<file path="src/rtl/uart_lb_pkg.sv">
package uart_lb_pkg;

    // Mode sequencer states
    typedef enum logic [1:0] {
        LB_NORMAL   = 2'd0,
        LB_LOOP     = 2'd1,
        LB_LOOP_BRK = 2'd2
    } lb_state_e;

    // Source selected for the receive-FIFO push this cycle
    typedef enum logic [1:0] {
        SRC_NONE = 2'd0,
        SRC_TX   = 2'd1,
        SRC_BRK  = 2'd2,
        SRC_EXT  = 2'd3
    } push_src_e;

    // Modem flag / interrupt bit positions
    localparam int MS_W   = 4;
    localparam int MS_RI  = 3;
    localparam int MS_DCD = 2;
    localparam int MS_CTS = 1;
    localparam int MS_DSR = 0;

endpackage

</file>
<file path="src/rtl/uart_lb_fsm.sv">
module uart_lb_fsm
    import uart_lb_pkg::*;
(
    input  logic      clk,
    input  logic      rst_n,
    input  logic      ctrl_wr,
    input  logic      ctrl_lbe,
    input  logic      tx_wr,
    input  logic      brk_ctrl,
    input  logic      ext_rx_valid,
    output logic      loop_on,
    output push_src_e push_src
);

    lb_state_e state_q, state_d;
    logic      brk_q;
    logic      brk_edge;
    logic      dis_wr;
    logic      en_wr;

    assign en_wr    = ctrl_wr & ctrl_lbe;
    assign dis_wr   = ctrl_wr & ~ctrl_lbe;
    assign brk_edge = brk_ctrl & ~brk_q & (state_q != LB_NORMAL);

    // State register
    always_ff @(posedge clk) begin
        if (!rst_n) begin
            state_q <= LB_NORMAL;
            brk_q   <= 1'b0;
        end else begin
            state_q <= state_d;
            brk_q   <= brk_ctrl;
        end
    end

    // Next state
    always_comb begin
        state_d = state_q;
        unique case (state_q)
            LB_NORMAL: begin
                if (en_wr) state_d = LB_LOOP;
            end
            LB_LOOP: begin
                if (dis_wr)                state_d = LB_NORMAL;
                else if (brk_edge && tx_wr) state_d = LB_LOOP_BRK;
            end
            LB_LOOP_BRK: begin
                if (dis_wr)      state_d = LB_NORMAL;
                else if (!tx_wr) state_d = LB_LOOP;
            end
            default: state_d = LB_NORMAL;
        endcase
    end

    // Outputs
    always_comb begin
        push_src = SRC_NONE;
        unique case (state_q)
            LB_NORMAL:   push_src = ext_rx_valid ? SRC_EXT : SRC_NONE;
            LB_LOOP:     push_src = tx_wr ? SRC_TX : (brk_edge ? SRC_BRK : SRC_NONE);
            LB_LOOP_BRK: push_src = tx_wr ? SRC_TX : SRC_BRK;
            default:     push_src = SRC_NONE;
        endcase
    end

    assign loop_on = (state_q != LB_NORMAL);


    no_ext_in_loop_chk: assert property (@(posedge clk) disable iff (!rst_n)
        loop_on |-> (push_src != SRC_EXT));

endmodule

</file>
<file path="src/rtl/uart_lb_modem.sv">
module uart_lb_modem
    import uart_lb_pkg::*;
(
    input  logic            clk,
    input  logic            rst_n,
    input  logic            ctrl_wr,
    input  logic            ctrl_lbe,
    input  logic            ctrl_rts,
    input  logic            ctrl_dtr,
    input  logic            ctrl_out1,
    input  logic            ctrl_out2,
    input  logic            loop_on,
    input  logic [MS_W-1:0] ext_modem,
    output logic [MS_W-1:0] ms_flags,
    output logic [MS_W-1:0] ms_irq
);

    logic [MS_W-1:0] mapped;
    logic [MS_W-1:0] irq_d;
    logic            map_wr;
    logic            follow_pins;

    always_comb begin
        mapped         = '0;
        mapped[MS_RI]  = ctrl_out2;
        mapped[MS_DCD] = ctrl_out1;
        mapped[MS_CTS] = ctrl_rts;
        mapped[MS_DSR] = ctrl_dtr;
    end

    assign map_wr      = ctrl_wr & ctrl_lbe;
    assign follow_pins = ctrl_wr ? ~ctrl_lbe : ~loop_on;

    // Clear every modem interrupt bit, then set those whose flag is high
    always_comb begin
        irq_d = ms_irq;
        for (int i = 0; i < MS_W; i++) begin
            irq_d[i] = 1'b0;
            if (mapped[i]) irq_d[i] = 1'b1;
        end
    end

    always_ff @(posedge clk) begin
        if (!rst_n) begin
            ms_flags <= '0;
            ms_irq   <= '0;
        end else if (map_wr) begin
            ms_flags <= mapped;
            ms_irq   <= irq_d;
        end else if (follow_pins) begin
            ms_flags <= ext_modem;
        end
    end


    loop_map_chk: assert property (@(posedge clk) disable iff (!rst_n)
        (ctrl_wr && ctrl_lbe) |=>
            ms_flags == {$past(ctrl_out2), $past(ctrl_out1), $past(ctrl_rts), $past(ctrl_dtr)});


    irq_rebuild_chk: assert property (@(posedge clk) disable iff (!rst_n)
        (ctrl_wr && ctrl_lbe) |=> ms_irq == ms_flags);


    pins_follow_chk: assert property (@(posedge clk) disable iff (!rst_n)
        (ctrl_wr ? !ctrl_lbe : !loop_on) |=> ms_flags == $past(ext_modem));


    irq_hold_chk: assert property (@(posedge clk) disable iff (!rst_n)
        !(ctrl_wr && ctrl_lbe) |=> $stable(ms_irq));

endmodule

</file>
<file path="src/rtl/uart_lb_datapath.sv">
module uart_lb_datapath
    import uart_lb_pkg::*;
#(
    parameter int DATA_W = 8,
    parameter int WORD_W = 11
) (
    input  logic              clk,
    input  logic              rst_n,
    input  push_src_e         push_src,
    input  logic              fifo_ready,
    input  logic              loop_on,
    input  logic              tx_wr,
    input  logic [DATA_W-1:0] tx_data,
    input  logic [DATA_W-1:0] ext_rx_data,
    output logic              fifo_push,
    output logic [WORD_W-1:0] fifo_word,
    output logic              tx_out_valid,
    output logic [DATA_W-1:0] tx_out_data
);

    localparam int BRK_POS = WORD_W - 1;
    localparam int PAD_W   = WORD_W - DATA_W;

    logic [WORD_W-1:0] word_c;
    logic              push_c;
    logic              tx_line;

    always_comb begin
        word_c = '0;
        unique case (push_src)
            SRC_TX:  word_c = {{PAD_W{1'b0}}, tx_data};
            SRC_EXT: word_c = {{PAD_W{1'b0}}, ext_rx_data};
            SRC_BRK: word_c[BRK_POS] = 1'b1;
            default: word_c = '0;
        endcase
    end

    assign push_c  = (push_src != SRC_NONE) & fifo_ready;
    assign tx_line = tx_wr & ~loop_on;

    always_ff @(posedge clk) begin
        if (!rst_n) begin
            fifo_push    <= 1'b0;
            fifo_word    <= '0;
            tx_out_valid <= 1'b0;
            tx_out_data  <= '0;
        end else begin
            fifo_push    <= push_c;
            tx_out_valid <= tx_line;
            if (push_c)  fifo_word   <= word_c;
            if (tx_line) tx_out_data <= tx_data;
        end
    end


    no_push_full_chk: assert property (@(posedge clk) disable iff (!rst_n)
        !fifo_ready |=> !fifo_push);


    loop_tx_chk: assert property (@(posedge clk) disable iff (!rst_n)
        (loop_on && tx_wr && fifo_ready) |=>
            (fifo_push && fifo_word == {{PAD_W{1'b0}}, $past(tx_data)} && !tx_out_valid));


    line_tx_chk: assert property (@(posedge clk) disable iff (!rst_n)
        (!loop_on && tx_wr) |=> (tx_out_valid && tx_out_data == $past(tx_data)));

endmodule

</file>
<file path="src/rtl/uart_loopback.sv">
module uart_loopback
    import uart_lb_pkg::*;
#(
    parameter int DATA_W = 8,
    parameter int WORD_W = 11
) (
    input  logic              clk,
    input  logic              rst_n,
    input  logic              ctrl_wr,
    input  logic              ctrl_lbe,
    input  logic              ctrl_rts,
    input  logic              ctrl_dtr,
    input  logic              ctrl_out1,
    input  logic              ctrl_out2,
    input  logic              tx_wr,
    input  logic [DATA_W-1:0] tx_data,
    input  logic              brk_ctrl,
    input  logic              ext_rx_valid,
    input  logic [DATA_W-1:0] ext_rx_data,
    input  logic [3:0]        ext_modem,
    input  logic              fifo_ready,
    output logic              fifo_push,
    output logic [WORD_W-1:0] fifo_word,
    output logic              tx_out_valid,
    output logic [DATA_W-1:0] tx_out_data,
    output logic [3:0]        ms_flags,
    output logic [3:0]        ms_irq
);

    logic      loop_on;
    push_src_e push_src;

    uart_lb_fsm u_fsm (
        .clk          (clk),
        .rst_n        (rst_n),
        .ctrl_wr      (ctrl_wr),
        .ctrl_lbe     (ctrl_lbe),
        .tx_wr        (tx_wr),
        .brk_ctrl     (brk_ctrl),
        .ext_rx_valid (ext_rx_valid),
        .loop_on      (loop_on),
        .push_src     (push_src)
    );

    uart_lb_modem u_modem (
        .clk       (clk),
        .rst_n     (rst_n),
        .ctrl_wr   (ctrl_wr),
        .ctrl_lbe  (ctrl_lbe),
        .ctrl_rts  (ctrl_rts),
        .ctrl_dtr  (ctrl_dtr),
        .ctrl_out1 (ctrl_out1),
        .ctrl_out2 (ctrl_out2),
        .loop_on   (loop_on),
        .ext_modem (ext_modem),
        .ms_flags  (ms_flags),
        .ms_irq    (ms_irq)
    );

    uart_lb_datapath #(
        .DATA_W (DATA_W),
        .WORD_W (WORD_W)
    ) u_dp (
        .clk          (clk),
        .rst_n        (rst_n),
        .push_src     (push_src),
        .fifo_ready   (fifo_ready),
        .loop_on      (loop_on),
        .tx_wr        (tx_wr),
        .tx_data      (tx_data),
        .ext_rx_data  (ext_rx_data),
        .fifo_push    (fifo_push),
        .fifo_word    (fifo_word),
        .tx_out_valid (tx_out_valid),
        .tx_out_data  (tx_out_data)
    );

    initial begin

        word_width_chk: assert (WORD_W > DATA_W);
    end

endmodule

</file>
<file path="config.mk">
export PLATFORM = sky130hd
export DESIGN_NAME = uart_loopback
export DESIGN_NICKNAME = d
export VERILOG_FILES = /design/src/rtl/uart_lb_pkg.sv /design/src/rtl/uart_lb_fsm.sv /design/src/rtl/uart_lb_modem.sv /design/src/rtl/uart_lb_datapath.sv /design/src/rtl/uart_loopback.sv
export SDC_FILE = /design/constraint.sdc
export NUM_CORES = 1
export LEC_CHECK = 0
export BUFFER_PORTS_ARGS = -buffer_cell sky130_fd_sc_hd__buf_2
export CAP_MARGIN = 0
export CORE_MARGIN = 2
export CORE_UTILIZATION = 51
export DETAILED_ROUTE_END_ITERATION = 8
export GPL_ROUTABILITY_DRIVEN = 0
export PLACE_DENSITY = 0.94
export SYNTH_ARGS = -nofsm -noshare
export SYNTH_HDL_FRONTEND = slang
export SYNTH_SLANG_ARGS = --single-unit
</file>
<file path="constraint.sdc">
create_clock -name clk -period 4 [get_ports clk]
set_input_delay 0.8 -clock clk [delete_from_list [all_inputs] [get_ports clk]]
set_output_delay 0.8 -clock clk [all_outputs]
set_load 0.01 [all_outputs]
</file>
* After elaboration in Yosys (flattened, before gate mapping)
Cells that the tools add are included.
** Storage, ports and cells
- Register bits :: 32
- Input bits :: 32
- Output and inout bits :: 29
** Operators by class
- Equality and inequality tests :: 8
- Multiplexer cells :: 20
- Bitwise logic cells :: 9
- Reductions and logical operators :: 6
** Operators with widths (number)
- 2-to-1 mux 2 bit :: 9
- one-hot mux 8 bit (2 select lines) :: 1
- one-hot mux 2 bit (3 select lines) :: 2
- 2-to-1 mux 4 bit :: 2
- AND 1 bit :: 6
- == test 2 bit (second input constant) :: 3
- 2-to-1 mux 1 bit :: 6
- nonzero test 2 bit :: 3
- == test 2 x 1 -> 1 bit (second input constant) :: 2
- != test 3 x 1 -> 1 bit (second input constant) :: 1
- != test 3 x 2 -> 1 bit (second input constant) :: 1
- inverter 1 bit :: 3
- AND reduction 3 bit :: 1
- logical NOT 2 bit :: 1
- != test 2 x 1 -> 1 bit (second input constant) :: 1
- logical AND 1 bit :: 1

* Logic depth before layout (Yosys ltp)
Gate-level depths: netlist of the first run.
- Depth in word-level cells :: 8
- Gate-level depth with buffers :: 6
- Depth with buffers taken out :: 4

* Cells and area by module
Synthesis of the first run repeated with hierarchy kept, for this count alone.
** Second synthesis, totals
- Cells, all modules :: 141
- Area total of the unflattened synthesis :: 1253.7 µm²
** Modules (own cells, without submodules)
- uart_lb_datapath :: times used 1, cells an instance 84, area an instance 757.0 µm²
- uart_lb_modem :: times used 1, cells an instance 35, area an instance 317.8 µm²
- uart_lb_fsm :: times used 1, cells an instance 22, area an instance 178.9 µm²

* Worst setup path before layout of the first run
Ideal clock, no wire load.
- Path kind :: input-to-reg
- Start :: input port brk_ctrl
- End :: register u_dp.fifo_word[4]
- Arrival time :: 1.809 ns
- Path slack :: 2.074 ns
- Cell stages on the path :: 6
- Path buffers :: 2
- Cells stage by stage :: nor2b_4 > o2111a_1 > buf_6 > or2_1 > buf_6 > o211a_1
** On the way
- Cells in the longest elaborated chain, start to end :: 7
- Elaborated cells on any way between the ends :: 10
** RTL lines
- from (decl) :: line uart_loopback.sv:17 : input logic brk_ctrl,
- AND 1 bit * (2 in a row) :: line uart_lb_fsm.sv:23 : assign brk_edge = brk_ctrl & ~brk_q & (state_q != LB_NORMAL);
- 2-to-1 mux 2 bit * (2 in a row) :: line uart_lb_fsm.sv:60 : LB_LOOP: push_src = tx_wr ? SRC_TX : (brk_edge ? SRC_BRK : SRC_NONE);
- one-hot mux 2 bit (3 select lines) * :: line uart_lb_fsm.sv:58 : unique case (state_q)
- == test 2 bit, or another cell as far along :: line uart_lb_datapath.sv:30 : unique case (push_src)
- one-hot mux 8 bit (2 select lines) / AND 1 bit (equally long branches) :: line uart_lb_datapath.sv:30, uart_lb_datapath.sv:38
- to (signal assigned) :: line uart_lb_datapath.sv:50 : if (push_c) fifo_word <= word_c;
- to (decl) :: line uart_lb_datapath.sv:16 : output logic [WORD_W-1:0] fifo_word,
Every way passes the cells marked *; elsewhere a longest branch is shown, timed or not.
A chain may end at the register's enable or synchronous reset.

* Worst setup path in the final report of the first run
- Start :: input port tx_wr
- End :: register u_dp.tx_out_data[0]
** On the way
- Cells in the longest elaborated chain, start to end :: 1
** RTL lines
- from (decl) :: line uart_loopback.sv:15 : input logic tx_wr,
- AND 1 bit :: line uart_lb_datapath.sv:39 : assign tx_line = tx_wr & ~loop_on;
- to (signal assigned) :: line uart_lb_datapath.sv:51 : if (tx_line) tx_out_data <= tx_data;
- to (decl) :: line uart_lb_datapath.sv:18 : output logic [DATA_W-1:0] tx_out_data
No other way between the ends.

==> flow_summary.json, run 1 <==
{
  "crit_path_frequent_cell": "nor2b_1",
  "fin_tns_setup_ps": 0,
  "antenna_found_initial": 0,
  "skew_ps": 6.11,
  "critical_path_arrival_ps": 2430,
  "path_clk_slew_ps": 90,
  "finalWirelength_mm": 3.36,
  "crit_required_ps": 4210,
  "numCtsBuffers": 5,
  "die-height_um": 57.6,
  "yosys.cell_types.count": 34,
  "drtIter0Drc": 88,
  "die-width_um": 57.6,
  "final_nets": 244,
  "cp_max_fo": 14,
  "root_buffer": "clkbuf_4",
  "max_cap_viol_count": 0,
  "crit_chain": "buf_2, nor2b_1, and2_1, mux2i_1, nor2b_1",
  "ir_worst_vdd_v": 0.000329,
  "synth_area_leaders": "dfxtp_1 (41%), a21oi_1 (6.1%), mux2i_1 (6.1%), a31oi_1 (4.7%), nor2b_1 (4.7%)",
  "final_util": 0.642,
  "insertion_delay_ps": 310,
  "wl_per_cell_um": 13.8,
  "min_path_cells": 2,
  "ys.flop_type": "dfxtp_1",
  "areaGrowthSynthToFinish_pct": 19.6,
  "setup_ws_ps": 1780,
  "cp.depth": 5,
  "fillers": 239,
  "drive_above_1_share": 0.329,
  "grt_start_max_net_pins": 30,
  "tightestPinTransition_ps": 680,
  "vias_per_cell": 5.65,
  "slew_headroom": 0.546,
  "drc": 0,
  "multi_input_area_um2": 758,
  "synth_cells": 161,
  "rsz0062_at_grt": "no",
  "fin_crit_sh": 0.554,
  "io_buffers": 58,
  "synthesis.area_um2": 1470,
  "synth.most_common_cell": "dfxtp_1",
  "io_pins": 61,
  "setup_viol": 0,
  "hold_slack_ps": 487,
  "status": "completed",
  "critPathTopFamily": "simple AND/OR/NAND/NOR gates",
  "fin_crit_ps": 2220,
  "start_kind": "primary input",
  "cts_tree": "yes",
  "ant_nets": 0,
  "worstSetupPathType": "primary input to flop",
  "ys_warn_count": 0,
  "grt_usage": 0.216,
  "ys_ff_latch": 30,
  "async_flop_share": 0,
  "syn-mean-instance-area_um2": 9.12,
  "synth_edf_count": 0,
  "grt_pass1_wl_mm": 5.58,
  "cts_setup_buffers": 0,
  "final_hold_viol_count": 0,
  "hp-class": "flop to flop",
  "drtPass1Iterations": 4,
  "yosysSeqAreaShare": 0.409,
  "numClockSinks": 30,
  "power.density_nw_per_um2": 365,
  "crit_buf_inv": 1,
  "hpwl_mm": 2.48,
  "num_rows": 19,
  "slowest_delay_ps": 550,
  "place_worst_setup_slack_ps": 1480,
  "vias": 1379,
  "slew_violations": 0,
  "die_area_um2": 3320,
  "grt_pass1_vias": 1232,
  "synth_top_area_share": 0.409,
  "endpoint_kind": "flop",
  "rr_worst_depth": 4,
  "yosys-top-cells-count": "dfxtp_1 (30), a21oi_1 (18), a31oi_1 (11), nor2b_1 (11), nand3_1 (10)",
  "diodes": 0,
  "fmax_mhz": 451,
  "yosys.area.top_type": "dfxtp_1",
  "ctsResizeCount": 0,
  "coreArea_um2": 2730,
  "p_leak_uw": 0.000846,
  "crit_slowest_cell": "nor2b_1",
  "gr-total-overflow": 0,
  "start_util": 0.537,
  "cts.path.max_buffers": 2,
  "cts.htree.levels": 2,
  "cts_hold_buf": 0,
  "register_area_um2": 601
}
stage by stage:
| stage | std cells | area (um2) | total power, uW |
|---|---|---|---|
| CTS | 244 | 1760 | 646 |
| global route | 244 | 1760 | 673 |
| detailed placement | 236 | 1700 | 467 |
| floorplan | 162 | 1470 | 424 |
| finish | 244 | 1760 | 641 |
| global placement | 236 | 1700 | 464 |
cells in the final DEF, fill, tap and decap left out, types with 2 or more instances in the layout:
cell,synthesis,routed
dfxtp_1,30,30
nand2_1,8,8
clkbuf_4,0,5
nor2b_1,11,11
o211a_1,2,2
and2_2,2,2
nand2b_1,3,3
and3_1,3,3
o31ai_1,7,7
mux2i_1,9,9
nand3_1,10,10
o21ai_0,6,6
nand3b_1,7,7
a31oi_1,11,11
conb_1,1,2
inv_1,2,2
a21boi_0,4,4
a21oi_1,18,18
buf_2,1,58
tightest hold or removal path, delay by kind of cell (launching register included):
kind | cells | cell delay [ps]
flops | 1 | 320
compound gates | 1 | 70
simple gates | 1 | 50
per-layer routing:
metal | vias to the layer above | GRT usage | part of all wire
met5 | - | 0 | 0
met4 | 0 | 0.0731 | 0.0042
met3 | 2 | 0.0469 | 0.086
met2 | 71 | 0.351 | 0.48
met1 | 625 | 0.286 | 0.43
li1 | 681 | - | -
cell type report:
class | count | area share
sequential | 30 | 0.342
tap | 31 | 0.0221
inverter | 2 | 0.00428
multi-input combinational | 115 | 0.432
timing repair buffer | 58 | 0.165
clock inverter | 1 | 0.00285
clock buffer | 7 | 0.0314
cell families (layout without fill, tap and decap cells):
kind of cell / count (synthesis) / after routing / synth area share
compound gates: 54 / 54 / 0.234
simple gates: 50 / 50 / 0.216
flops: 30 / 30 / 0.409
buf+inv: 17 / 68 / 0.0767
mux: 9 / 9 / 0.0614
other cells: 1 / 2 / 0.00256
power breakdown:
part / total, uW / switching, uW / internal, uW
registers: 336 / 15.6 / 321
clock network: 180 / 94.5 / 85.1
logic: 125 / 67.8 / 57.6
state kept, by name, indices dropped and copies added (netlist names):
signal             count
u_dp.fifo_word         9
u_dp.tx_out_data       8
u_modem.ms_flags       4
u_modem.ms_irq         4
u_fsm.state_q          2
u_dp.fifo_push         1
u_dp.tx_out_valid      1
u_fsm.brk_q            1
path summary, 6_finish.rpt:
path | startpoint | slack, ps | end
min reg2reg | u_modem.ms_irq[1] | 490 | u_modem.ms_irq[1]
max reg2reg | u_fsm.state_q[0] | 1920 | u_dp.tx_out_data[0]
max | tx_wr | 1780 | u_dp.tx_out_data[0]
min | u_modem.ms_irq[1] | 490 | u_modem.ms_irq[1]
Power figures use the tool's default switching activity.
==> run 2: changes to the inputs <==
Settings changed: CORE_UTILIZATION 51 to 47, PLACE_DENSITY 0.94 to 0.89.
Clock period 4 ns to 2.3 ns, I/O delays scaled along.
==> run 2 against run 1 <==
Effect of this change: sequential power increased by 74%; utilization shrank 4.9 points; hold slack worse by 120 ps; clock skew increased by 5.7 ps; total power rose by 76%; critical endpoint is now u_dp.fifo_word[4].
==> flow_summary.json, run 2 (synthesized netlist as in run 1, its figures left out) <==
{
  "status": "completed",
  "regMostFlops": "u_dp.fifo_word",
  "drtPass1Iterations": 5,
  "insertion_delay_ps": 330,
  "die-height_um": 59.9,
  "top_layer": "met4",
  "hp-class": "primary input to flop",
  "io_pins": 61,
  "cts_setup_buffers": 0,
  "numClockSinks": 30,
  "ir_worst_vdd_v": 0.000361,
  "wl_per_cell_um": 13.3,
  "die_area_um2": 3590,
  "postPlaceCellArea_um2": 1720,
  "cts.htree.levels": 2,
  "reg_top3": "u_dp.fifo_word (9), u_dp.tx_out_data (8)",
  "crit_required_ps": 2520,
  "grt_usage": 0.206,
  "hold_slack_ps": 366,
  "final_cell_mix": "buf_2 (58), dfxtp_1 (30), a21oi_1 (18)",
  "final_common_cell": "buf_2",
  "antenna_found_initial": 0,
  "slew_violations": 0,
  "cts_hold_buf": 0,
  "drtIter0Drc": 49,
  "rsz0062_at_grt": "no",
  "num_rows": 20,
  "grt_pass1_wl_mm": 5.51,
  "final_nets": 247,
  "coreArea_um2": 3000,
  "wl_met2_mm": 1.47,
  "root_buffer": "clkbuf_4",
  "critical_path_arrival_ps": 2060,
  "diodes": 0,
  "fin_tns_setup_ps": 0,
  "skew_ps": 11.8,
  "io_buffers": 58,
  "gr-total-overflow": 0,
  "cts_tree": "yes",
  "vias_per_cell": 5.59,
  "areaGrowthSynthToFinish_pct": 21.3,
  "fin_area_um2": 1780,
  "drc": 0,
  "fin_crit_ps": 1840,
  "start_util": 0.489,
  "drive_above_1_share": 0.338,
  "ant_nets": 0,
  "worstSetupPathType": "flop to flop",
  "finalWirelength_mm": 3.31,
  "tightestPinTransition_ps": 688,
  "power.density_nw_per_um2": 635,
  "path_clk_slew_ps": 100,
  "fin_crit_sh": 0.800,
  "die-width_um": 59.9,
  "hpwl_mm": 2.38,
  "fmax_mhz": 544,
  "numCtsBuffers": 5,
  "final_util": 0.593,
  "final_hold_viol_count": 0,
  "grt_pass1_vias": 1228,
  "p_leak_uw": 0.000861,
  "grt_start_max_net_pins": 29,
  "start_kind": "flop",
  "met3_length_um": 239,
  "cp_max_fo": 26,
  "slew_headroom": 0.540,
  "cts.path.max_buffers": 2,
  "endpoint_kind": "flop",
  "max_cap_viol_count": 0,
  "wirelength_met1_mm": 1.54,
  "p_total_uw": 1130,
  "vias": 1392,
  "ctsResizeCount": 0,
  "largest_reg_flops": 9,
  "setup_viol": 0
}
run 2: cell types whose count changed in the layout (fill, tap and decap cells not counted):
cell   before  now
buf_4       0    3
run 2: power by group:
group / leakage [uW] / total [uW] / internal, uW / switching [uW]
logic: 0.000579 / 221 / 103 / 117
clock network: 0.0000353 / 327 / 148 / 179
registers: 0.000247 / 583 / 557 / 25.6
total: 0.000861 / 1130 / 809 / 322
run 2: cell type report:
class / instances / area (um2)
clock buffer: 7 / 55.1
clock inverter: 1 / 5.00
fill: 276 / 1220
inverter: 2 / 7.51
multi-input combinational: 115 / 758
sequential: 30 / 601
tap: 33 / 41.3
timing repair buffer: 61 / 313
run 2: stage by stage:
step	instances	worst slack (ps)
after floorplan	162	714
final	249	461
after global routing	249	329
after detailed placement	241	504
after global placement	241	561
after CTS	249	478
run 2: worst paths after layout:
kind,startpoint,endpoint,slack [ps],depth (start not counted)
max,u_fsm.state_q[0],u_dp.fifo_word[4],460,4
min,brk_ctrl,u_fsm.brk_q,370,2
max reg2reg,u_fsm.state_q[0],u_dp.fifo_word[4],460,4
min reg2reg,u_modem.ms_irq[1],u_modem.ms_irq[1],480,2
run 2: worst max-delay path: stages (launching register included):
cell	delay, ps
dfxtp_1	780
nand2b_1	320
nor2_8	60
or2_1	330
o211a_1	240
run 2: metal layers:
layer / GRT usage / up-vias
met2: 0.298 / 57
met1: 0.274 / 633
met5: 0 / -
li1: - / 696
met3: 0.0758 / 6
met4: 0.0889 / 0
==> run 3: changes to the inputs <==
Settings changed: ABC_AREA from default to 1, CORE_UTILIZATION 47 to 41, PLACE_DENSITY 0.89 to 0.84.
Clock period 2.3 ns to 1.6 ns, I/O delays scaled along.
==> run 3 against run 2 <==
Effect of this change: maximum frequency rose by 37%; sequential share of layout area rose by 1.6 points; critical path depth rose by 3; clock power rose by 35%; area after synthesis fell by 8.9%; highest routed layer unchanged; largest power group unchanged; largest cell class is now sequential cells; register-to-register slack got worse by 200 ps; clock skew rose by 1.2 ps; cell area fell by 4.4%; utilization fell by 4.0 points; setup slack got worse by 200 ps; combinational power rose by 100%; critical path type unchanged.
==> flow_summary.json, run 3 <==
{
  "wl_per_cell_um": 10.6,
  "hpwl_mm": 2.35,
  "syn-mean-instance-area_um2": 7.08,
  "cts_tree": "yes",
  "crit_path_frequent_cell": "nand2_1",
  "hp-class": "primary input to flop",
  "met3_length_um": 200,
  "rsz0062_at_grt": "no",
  "drive_above_1_share": 0.315,
  "slew_violations": 0,
  "grt_usage": 0.177,
  "cp.depth": 7,
  "endpoint_kind": "flop",
  "drc": 0,
  "fin_crit_ps": 1340,
  "ant_nets": 0,
  "ctsResizeCount": 0,
  "start_util": 0.435,
  "ys.flop_type": "dfxtp_1",
  "slowest_delay_ps": 410,
  "top_layer": "met4",
  "areaGrowthSynthToFinish_pct": 27.2,
  "path_clk_slew_ps": 100,
  "numCtsBuffers": 5,
  "final_cell_mix": "buf_2 (58), nand2_1 (41), dfxtp_1 (30)",
  "final_hold_viol_count": 0,
  "insertion_delay_ps": 320,
  "power.density_nw_per_um2": 1030,
  "cp_max_fo": 17,
  "crit_required_ps": 1820,
  "root_buffer": "clkbuf_4",
  "skew_ps": 13.0,
  "rr_worst_depth": 7,
  "die-width_um": 61.1,
  "num_rows": 20,
  "drtIter0Drc": 82,
  "start_kind": "flop",
  "finalWirelength_mm": 3.10,
  "synth_cells": 189,
  "dpl.cell_count": 286,
  "grt_pass1_wl_mm": 4.91,
  "synthesis.area_um2": 1340,
  "numClockSinks": 30,
  "fmax_mhz": 745,
  "regMostFlops": "u_dp.fifo_word",
  "async_flop_share": 0,
  "vias_per_cell": 4.58,
  "final_nets": 281,
  "final_common_cell": "buf_2",
  "ir_worst_vdd_v": 0.000561,
  "fin_crit_sh": 0.839,
  "cts_setup_buffers": 0,
  "grt_start_max_net_pins": 18,
  "ys_warn_count": 0,
  "fin_cells": 292,
  "fin_tns_setup_ps": 0,
  "critical_path_arrival_ps": 1560,
  "worstSetupPathType": "flop to flop",
  "cts.htree.levels": 2,
  "crit_slowest_cell": "dfxtp_1",
  "max_cap_viol_count": 0,
  "yosys-top-cells-count": "nand2_1 (41), dfxtp_1 (30), inv_1 (23), nor2_1 (23), o21ai_0 (18)",
  "crit_chain": "nor2_2, o21ai_4, nand3_2, nand2_4, nand2_1, nand2_1, nor2_1",
  "io_buffers": 58,
  "synth_edf_count": 0,
  "yosys.area.top_type": "dfxtp_1",
  "ys_ff_latch": 30,
  "synth.most_common_cell": "nand2_1",
  "reg_top3": "u_dp.fifo_word (9), u_dp.tx_out_data (8)",
  "antenna_found_initial": 0,
  "gr-total-overflow": 0,
  "yosysSeqAreaShare": 0.449,
  "wirelength_met1_mm": 1.43,
  "synth_top_area_share": 0.449,
  "vias": 1338,
  "min_path_cells": 3,
  "coreArea_um2": 3080,
  "wl_met2_mm": 1.43,
  "io_pins": 61,
  "grt_pass1_vias": 1104,
  "die_area_um2": 3740,
  "cts_hold_buf": 0,
  "largest_reg_flops": 9,
  "die-height_um": 61.1,
  "crit_buf_inv": 0,
  "critPathTopFamily": "simple AND/OR/NAND/NOR gates",
  "drtPass1Iterations": 4,
  "diodes": 0,
  "status": "completed",
  "synth_area_leaders": "dfxtp_1 (45%), nand2_1 (12%), o21ai_0 (6.7%), inv_1 (6.5%), nor2_1 (6.5%)",
  "cts.path.max_buffers": 2,
  "yosys.cell_types.count": 25,
  "setup_viol": 0,
  "p_leak_uw": 0.000939
}
-- run 3: cell count changes in the layout (fill, tap and decap cells not counted), moves of 9 or more --
| cell | before | now |
|---|---|---|
| inv_1 | 2 | 23 |
| mux2i_1 | 9 | 0 |
| nand2_1 | 8 | 41 |
| nor2_1 | 1 | 23 |
| nor2b_1 | 11 | 0 |
| o21ai_0 | 6 | 18 |
-- run 3: worst paths after layout --
check	from	to	slack, ps
worst max-delay path	u_fsm.state_q[1]	u_dp.fifo_word[2]	260
worst max register to register	u_fsm.state_q[1]	u_dp.fifo_word[2]	260
worst min-delay path	brk_ctrl	u_fsm.brk_q	190
worst min register to register	u_modem.ms_irq[2]	u_modem.ms_irq[2]	470
-- run 3: final cells by class --
type	instances	area [um2]
fill	307	1380
sequential	30	601
multi-input combinational	125	588
timing repair buffer	60	305
inverter	27	101
tap	44	55.1
clock buffer	6	51.3
-- run 3: power by group --
group	internal (uW)	total (uW)	switching, uW
clock network	198	441	243
registers	826	866	39.5
logic	176	449	273
-- run 3: layer usage --
metal  vias up  global-route usage
met5         -                   0
met4         0              0.0714
met2        47               0.281
met3         4              0.0483
met1       574               0.226
li1        713                   -
-- run 3: per-stage QoR --
step                      instance area (um2)  setup WS [ps]   util  hold slack [ps]  total power (uW)
final                                    1700            257  0.553              194              1760
after global routing                     1700           75.4  0.553              199              1870
after CTS                                1700            261  0.553              186              1770
after detailed placement                 1650            264  0.536              458              1330
after global placement                   1650            307  0.536              455              1320
after floorplan                          1340            354      -              413              1180
-- run 3: logic make-up after synthesis --
group,after synthesis,share of synthesized area
simple gates,81,0.260
compound gates,42,0.174
buf+inv,35,0.114
flops,30,0.449
other cells,1,0.00280
-- run 3: worst reg2reg max path, delay by kind of cell, from the launching register on --
kind            cells  cell delay (ps)
simple gates        6              580
compound gates      1              260
flops               1              410
